--- config.mk ---
export PLATFORM = sky130hd
export DESIGN_NAME = phy_ctl_regbank
export DESIGN_NICKNAME = d
export VERILOG_FILES = /design/src/rtl/phyctl_pkg.sv /design/src/rtl/phyctl_mask_reg.sv /design/src/rtl/phyctl_rd_mux.sv /design/src/rtl/phy_ctl_regbank.sv
export SDC_FILE = /design/constraint.sdc
export NUM_CORES = 1
export LEC_CHECK = 0
export BUFFER_PORTS_ARGS = -buffer_cell sky130_fd_sc_hd__buf_4
export CORE_UTILIZATION = 48
export DETAILED_ROUTE_END_ITERATION = 16
export GPL_TIMING_DRIVEN = 1
export HOLD_SLACK_MARGIN = 0.08
export PLACE_DENSITY_LB_ADDON = 0.1
export SKIP_LAST_GASP = 1
export SYNTH_ARGS = -nofsm -noshare
export SYNTH_HDL_FRONTEND = slang
export SYNTH_SLANG_ARGS = --single-unit
--- constraint.sdc ---
create_clock -name clk -period 1.25 [get_ports clk]
set_input_delay 0.1875 -clock clk [delete_from_list [all_inputs] [get_ports clk]]
set_output_delay 0.1875 -clock clk [all_outputs]
set_load 0.02 [all_outputs]
--- src/rtl/phyctl_pkg.sv ---
package phyctl_pkg;
   localparam int unsigned HALF_W   = 16;
   localparam int unsigned NUM_CTL  = 4;
   localparam int unsigned ADR_LANE = 0;
   localparam int unsigned ADR_TURN = 1;
   localparam int unsigned ADR_XCV  = 2;
   localparam int unsigned ADR_TEST = 3;
   localparam int unsigned ADR_STAT = 4;

   // implemented bits of control word idx for a given lane count
   function automatic logic [HALF_W-1:0] impl_mask(input int unsigned idx, input int unsigned lanes);
      logic [HALF_W-1:0] lm;
      lm = HALF_W'((1 << lanes) - 1);
      case (idx)
         ADR_LANE: impl_mask = lm | (lm << 4) | (lm << 8) | (lm << 12);
         ADR_TURN: impl_mask = lm | 16'h0C00;
         ADR_XCV:  impl_mask = lm | 16'h00F0;
         default:  impl_mask = 16'h07FF;
      endcase
   endfunction

   function automatic logic [HALF_W-1:0] rst_value(input int unsigned idx);
      rst_value = (idx == ADR_TEST) ? 16'h0200 : 16'h0000;
   endfunction
endpackage

--- src/rtl/phyctl_mask_reg.sv ---
module phyctl_mask_reg #(
   parameter int unsigned W = 16,
   parameter logic [W-1:0] IMPL = '1,
   parameter logic [W-1:0] RST = '0
) (
   input  logic         clk,
   input  logic         rst_n,
   input  logic         we,
   input  logic [W-1:0] wmask,
   input  logic [W-1:0] wdata,
   output logic [W-1:0] q
);
   logic [W-1:0] en;
   assign en = wmask & IMPL;

   always_ff @(posedge clk or negedge rst_n) begin
      if (!rst_n) q <= RST & IMPL;
      else if (we) q <= (q & ~en) | (wdata & en);
   end

   AST_MASK_HOLD: assert property (@(posedge clk) disable iff (!rst_n)
      we |=> (((q ^ $past(q)) & ~$past(wmask)) == '0));
   AST_MASK_TAKE: assert property (@(posedge clk) disable iff (!rst_n)
      we |=> (((q ^ $past(wdata)) & $past(wmask) & IMPL) == '0));
   AST_IDLE_HOLD: assert property (@(posedge clk) disable iff (!rst_n)
      !we |=> $stable(q));
endmodule

--- src/rtl/phyctl_rd_mux.sv ---
module phyctl_rd_mux
   import phyctl_pkg::*;
#(
   parameter int unsigned ADDR_W = 3,
   parameter int unsigned DATA_W = 32
) (
   input  logic [NUM_CTL*HALF_W-1:0] ctl_flat,
   input  logic [7:0]                stat_in,
   input  logic [ADDR_W-1:0]         addr,
   output logic [DATA_W-1:0]         word
);
   always_comb begin
      word = '0;
      for (int unsigned k = 0; k < NUM_CTL; k++) begin
         if (addr == ADDR_W'(k)) word[HALF_W-1:0] = ctl_flat[k*HALF_W +: HALF_W];
      end
      if (addr == ADDR_W'(ADR_STAT)) word[7:0] = stat_in;
   end
endmodule

--- src/rtl/phy_ctl_regbank.sv ---
module phy_ctl_regbank
   import phyctl_pkg::*;
#(
   parameter int unsigned ADDR_W = 3,
   parameter int unsigned DATA_W = 32,
   parameter int unsigned LANES  = 4
) (
   input  logic              clk,
   input  logic              rst_n,
   input  logic              wr_valid,
   input  logic [ADDR_W-1:0] wr_addr,
   input  logic [DATA_W-1:0] wr_data,
   input  logic              rd_valid,
   input  logic [ADDR_W-1:0] rd_addr,
   output logic [DATA_W-1:0] rd_data,
   output logic              dec_err,
   input  logic [7:0]        test_dout,
   output logic [LANES-1:0]  lane_en,
   output logic [LANES-1:0]  force_rx,
   output logic [LANES-1:0]  force_stop,
   output logic [LANES-1:0]  turn_dis,
   output logic [LANES-1:0]  turn_req,
   output logic [1:0]        clk_inv,
   output logic [LANES-1:0]  xcv_turn_req,
   output logic              xcv_src_sel,
   output logic              xcv_base_dir,
   output logic              xcv_clk_en,
   output logic              xcv_master,
   output logic [7:0]        test_din,
   output logic              test_en,
   output logic              test_clk,
   output logic              test_clr
);
   localparam int unsigned MASK_LSB = DATA_W / 2;

   if (DATA_W != 2 * HALF_W) begin : g_bad_width
      $error("phy_ctl_regbank: DATA_W must be 32");
   end
   if (ADDR_W < 3) begin : g_bad_addr
      $error("phy_ctl_regbank: ADDR_W must be at least 3");
   end
   if (LANES < 1 || LANES > 4) begin : g_bad_lanes
      $error("phy_ctl_regbank: LANES must be 1..4");
   end

   logic [NUM_CTL*HALF_W-1:0] ctl_flat;
   logic [DATA_W-1:0]         rd_word;
   logic                      wr_unmapped;

   assign wr_unmapped = wr_addr > ADDR_W'(ADR_STAT);

   for (genvar i = 0; i < NUM_CTL; i++) begin : g_ctl
      logic [HALF_W-1:0] q;
      phyctl_mask_reg #(
         .W(HALF_W),
         .IMPL(impl_mask(i, LANES)),
         .RST(rst_value(i))
      ) i_reg (
         .clk(clk),
         .rst_n(rst_n),
         .we(wr_valid && (wr_addr == ADDR_W'(i))),
         .wmask(wr_data[MASK_LSB +: HALF_W]),
         .wdata(wr_data[HALF_W-1:0]),
         .q(q)
      );
      assign ctl_flat[i*HALF_W +: HALF_W] = q;
   end

   phyctl_rd_mux #(.ADDR_W(ADDR_W), .DATA_W(DATA_W)) i_rd_mux (
      .ctl_flat(ctl_flat),
      .stat_in(test_dout),
      .addr(rd_addr),
      .word(rd_word)
   );

   always_ff @(posedge clk or negedge rst_n) begin
      if (!rst_n) begin
         rd_data <= '0;
         dec_err <= 1'b0;
      end else begin
         if (rd_valid) rd_data <= rd_word;
         dec_err <= wr_valid && wr_unmapped;
      end
   end

   // field breakout
   assign lane_en      = g_ctl[ADR_LANE].q[0  +: LANES];
   assign force_rx     = g_ctl[ADR_LANE].q[4  +: LANES];
   assign force_stop   = g_ctl[ADR_LANE].q[8  +: LANES];
   assign turn_dis     = g_ctl[ADR_LANE].q[12 +: LANES];
   assign turn_req     = g_ctl[ADR_TURN].q[0  +: LANES];
   assign clk_inv      = g_ctl[ADR_TURN].q[11:10];
   assign xcv_turn_req = g_ctl[ADR_XCV].q[0 +: LANES];
   assign xcv_src_sel  = g_ctl[ADR_XCV].q[4];
   assign xcv_base_dir = g_ctl[ADR_XCV].q[5];
   assign xcv_clk_en   = g_ctl[ADR_XCV].q[6];
   assign xcv_master   = g_ctl[ADR_XCV].q[7];
   assign test_din     = g_ctl[ADR_TEST].q[7:0];
   assign test_en      = g_ctl[ADR_TEST].q[8];
   assign test_clk     = g_ctl[ADR_TEST].q[9];
   assign test_clr     = g_ctl[ADR_TEST].q[10];

   AST_RD_UPPER_ZERO: assert property (@(posedge clk) disable iff (!rst_n)
      rd_data[DATA_W-1:MASK_LSB] == '0);
   AST_STAT_READ: assert property (@(posedge clk) disable iff (!rst_n)
      (rd_valid && rd_addr == ADDR_W'(ADR_STAT)) |=> (rd_data == DATA_W'($past(test_dout))));
   AST_STAT_WR_NOERR: assert property (@(posedge clk) disable iff (!rst_n)
      (wr_valid && wr_addr == ADDR_W'(ADR_STAT)) |=> !dec_err);
   AST_DECERR_CAUSE: assert property (@(posedge clk) disable iff (!rst_n)
      dec_err |-> $past(wr_valid));
endmodule

Word-level counts from Yosys, hierarchy flattened
Cells that the tools add are included.

Magnitude comparators: 1. Equality and inequality tests: 7. Mux-type cells: 5. Bitwise gates (word level): 16. Reductions and logical operators: 7.

Operator list (number): bitwise AND 16 bit (5); two-way mux 16 bit (4); OR 16 bit (4); bitwise AND 16 x 11 -> 16 bit (1); bitwise AND 16 x 12 -> 16 bit (1); bitwise AND 16 x 8 -> 16 bit (1); NOT 11 -> 16 bit (1); NOT 12 -> 16 bit (1); NOT 16 bit (1); NOT 8 -> 16 bit (1); == test 3 x 2 -> 1 bit (second input constant) (4); two-way mux 8 bit (1); == test 3 x 1 -> 1 bit (second input constant) (2); logical NOT 3 bit (2); logical AND 1 bit (5); == test 3 bit (second input constant) (1); greater-than comparator 3 bit (second input constant) (1).

Register bits: 81. Bits of input ports: 50. Output and inout port bits: 74. Logic and storage cells: 42.

Logic depth before layout (Yosys ltp)
Depth in word-level cells: 6. Depth in mapped cells: 5. Gate-level depth less buffers: 4.

Modules after synthesis
From an unflattened synthesis, not the netlist that was laid out.

Cell total of the unflattened synthesis: 306. Area total of the unflattened synthesis: 4156.5 um^2.

Modules (own cells, without submodules): phy_ctl_regbank (instances 1, cells each 74, area each 1418.9 um^2, seq. area each 825.8 um^2); phyctl_rd_mux (instances 1, cells each 79, area each 738.2 um^2, seq. area each 0.0 um^2); phyctl_mask_reg (g_ctl[0].i_reg) (instances 1, cells each 50, area each 700.7 um^2, seq. area each 400.4 um^2); phyctl_mask_reg (g_ctl[3].i_reg) (instances 1, cells each 40, area each 531.8 um^2, seq. area each 276.5 um^2); phyctl_mask_reg (g_ctl[2].i_reg) (instances 1, cells each 34, area each 425.4 um^2, seq. area each 200.2 um^2); phyctl_mask_reg (g_ctl[1].i_reg) (instances 1, cells each 29, area each 341.6 um^2, seq. area each 150.1 um^2).

Worst setup path after synthesis
Ideal clock, no wire load.

Kind: input-to-reg. Start: input wr_addr[0]. End: register (tool-made name). Arrival time: 1.104 ns. Required time: 1.125 ns. Path slack: 0.021 ns. Stages on the path: 4. Path buffers: 1. Path through: nor4b_4 -> buf_6 -> nand2_1 -> mux2_4.

RTL lines: start, declared (RTL line phy_ctl_regbank.sv:11) `input logic [ADDR_W-1:0] wr_addr,`.

==> metrics.md <==
| Metric | Value |
|---|---|
| Status | finished, final reports clean |
| Cells after synthesis | 261 |
| Yosys top cell by area | dfrtp_1 |
| Vias in the first global route | 2237 |
| Pin count of the biggest net entering global routing | 27 |
| Slowest-stage cell, CP | dfstp_2 |
| Setup Buffers After CTS | 0 |
| Nets | 429 |
| Overflow left after global routing | 0 |
| Yosys reg bits | 58 |
| Fin crit period | 1189 ps |
| Clock sink count | 58 |
| CP required | 1060 ps |
| Critical-path cell list | buf_4 |
| Diodes inserted | 0 |
| DRC | 0 |
| Total Routing Usage GR | 0.2365 |
| Hold Crit Class | in -> reg |
| Layout cells sized above 1 | 0.4870 |
| Worst Clk Skew | 9.001 ps |
| Yosys cell types | 28 |
| Core area | 5642 sq um |
| Cell family with most CP delay | flip-flops |
| Leading post-synthesis cells by cell area | dfrtp_1 50%, mux2_2 16%, nand2_1 6.9% |
| Mapped cell area | 2872 sq um |
| Worst setup SP type | flip-flop |
| Flop-to-flop setup slack | 190 ps |
| Levels on crit path | 1 |
| Post-CTS Hold Buffers | 1 |
| Top-area cell type share of the netlist area | 0.4967 |
| Part of the Yosys area used for sequential elements | 0.5059 |
| Tcrit/Tclk final | 0.9512 |
| Final critical-path setup slack | 61.00 ps |
| Final instance area | 3983 sq um |
| Final Setup Violations | 0 |
| PortBufs | 107 |
| Resized Gates After CTS | 0 |
| Most common cell after layout, fill and taps aside | buf_4 |
| Warnings, synthesis | 0 |
| Buffers and inverters on the worst path | 1 |
| CTS Buf Count | 9 |
| VDD IR max | 0.9258 mV |
| R2R depth | 3 |
| Fmax | 841.0 MHz |
| Comb power frac | 0.327 |
| Initial antenna violation count | 0 |
| Pwr/cell area | 1490 nW/um^2 |
| WS Path Type | reg -> out |
| Leading cell types in the layout, fill and taps excluded | 113 x buf_4, 57 x dfrtp_1, 53 x nand2_1 |
| # H-tree levels | 3 |
| Site Rows | 27 |
| EDFF count, synth | 0 |
| Post-synth ARST share | 1.000 |
| Dpl cell area | 3809 sq um |
| Max Cap Violations | 0 |
| First-pass GRT wire length | 11.17 mm |
| Initial core utilization | 0.5090 |
| Die Y | 79.35 um |
| Ys flop type | dfrtp_1 |
| Clock group share of total power | 0.247 |
| Sw frac | 0.3273 |
| Unrepaired setup endpoints after global routing | false |
| CP max stage delay | 540 ps |
| Crit Path Max Fanout | 3 |
| Hold Path Stages | 2 |
| Clock Pin Slew Worst Setup and Hold Paths | 60 ps |
| WL final | 7.112 mm |
| Seq pwr share | 0.426 |
| Hold violation count in the final report | 0 |
| Worst r2r dst | rd_data[6] |
| Syn avg cell area | 11.00 sq um |
| WP data arrival | 1000 ps |
| Clock buffer depth | 2 |
| Lkg Pwr | 1.917 nW |
| Detailed placer's ending HPWL | 5.227 mm |
| P&R area growth vs syn | 38.69% |
| CP endpoint kind | primary output |
| CTS tree | built |
| DRT Pass-1 Iters | 4 |
| Worst hold path startpoint | wr_data[14] |
| Die area | 6296 sq um |
| Vias post-DR | 2358 |
| Global placement routability congestion | 0.7480 |
| Iteration-0 DRC Markers | 81 |
| Final slew viol count | 0 |
| Top-Level Pins | 124 |
| Antenna viol nets, final | 0 |
| CTS root buf | clkbuf_8 |
| DR vias/cell | 5.171 |
| Routed wire length per instance | 15.60 um |
| Int Pwr | 0.003991 W |
| Pre-CTS WS | -95.56 ps |
| Net Sw Power | 0.001942 W |
| Clk_lat worst skew | 330 ps |
| Chip Width | 79.35 um |
cell usage after synthesis (all sizes together) (2+ instances only):
| cell type | number |
|---|---|
| a21oi | 8 |
| a22oi | 7 |
| a31oi | 8 |
| and2 | 2 |
| and4bb | 2 |
| buf | 22 |
| clkbuf | 6 |
| dfrtp | 57 |
| inv | 7 |
| mux2 | 51 |
| nand2 | 53 |
| nand2b | 5 |
| nor2 | 9 |
| o21ai | 8 |
| o22ai | 7 |
power groups by stage:
stage / Sequential, W / Clock (W) / Combinational (W)
detailed placement: 0.00255 / 0 / 0.00195
CTS: 0.00253 / 0.00149 / 0.00196
floorplan: 0.00294 / 0 / 0.000639
global placement: 0.00255 / 0 / 0.00191
finish: 0.00253 / 0.00146 / 0.00194
global route: 0.00258 / 0.00157 / 0.00206
kinds of logic (layout without fill, tap and decap cells):
kind of cell | count (synthesis) | after routing | synth area share
other | 1 | 16 | 0.001306
flip-flops | 58 | 58 | 0.5059
AO/OA/AOI/OAI | 39 | 39 | 0.08235
multiplexers | 52 | 52 | 0.2166
AND/OR/NAND/NOR | 76 | 76 | 0.1229
buffers and inverters | 35 | 143 | 0.07103
layer usage:
layer / vias up / wire length, um / track usage
li1: 1105 / - / -
met1: 1167 / 3042 / 0.3069
met2: 79 / 3610 / 0.3931
met3: 7 / 384 / 0.04368
met4: 0 / 74 / 0.08727
met5: - / 0 / 0
metrics by stage:
stage / util / total power (W) / cells / hold WS (ps) / TNS (ps)
finish: 0.7059 / 0.005933 / 456 / 95.68 / 0
global route: 0.7059 / 0.006208 / 456 / 92.53 / 0
CTS: 0.7059 / 0.005976 / 456 / 84.08 / 0
detailed placement: 0.6751 / 0.004509 / 439 / 105.2 / -1438
global placement: 0.6751 / 0.004467 / 439 / 101.6 / -1052
floorplan: - / 0.003583 / 276 / -108.1 / 0
area by class of cell:
class	count	area (sq um)
Clock buffer	13	148.9
Clock inverter	3	15.01
Fill cell	444	1659
Tap cell	72	90.09
Inverter	7	26.28
Sequential cell	58	1453
Multi-Input combinational cell	183	1271
Timing Repair Buffer	120	978.4
how the worst max path moves through the flow:
stage	slack, ps	to
final	60	test_clk
after global routing	30	test_clk
after CTS	50	test_clk
after detailed placement	-100	flip-flop
after global placement	-70	flip-flop
after floorplan	20	flip-flop
Note: power is estimated with default switching activity, not from simulation.
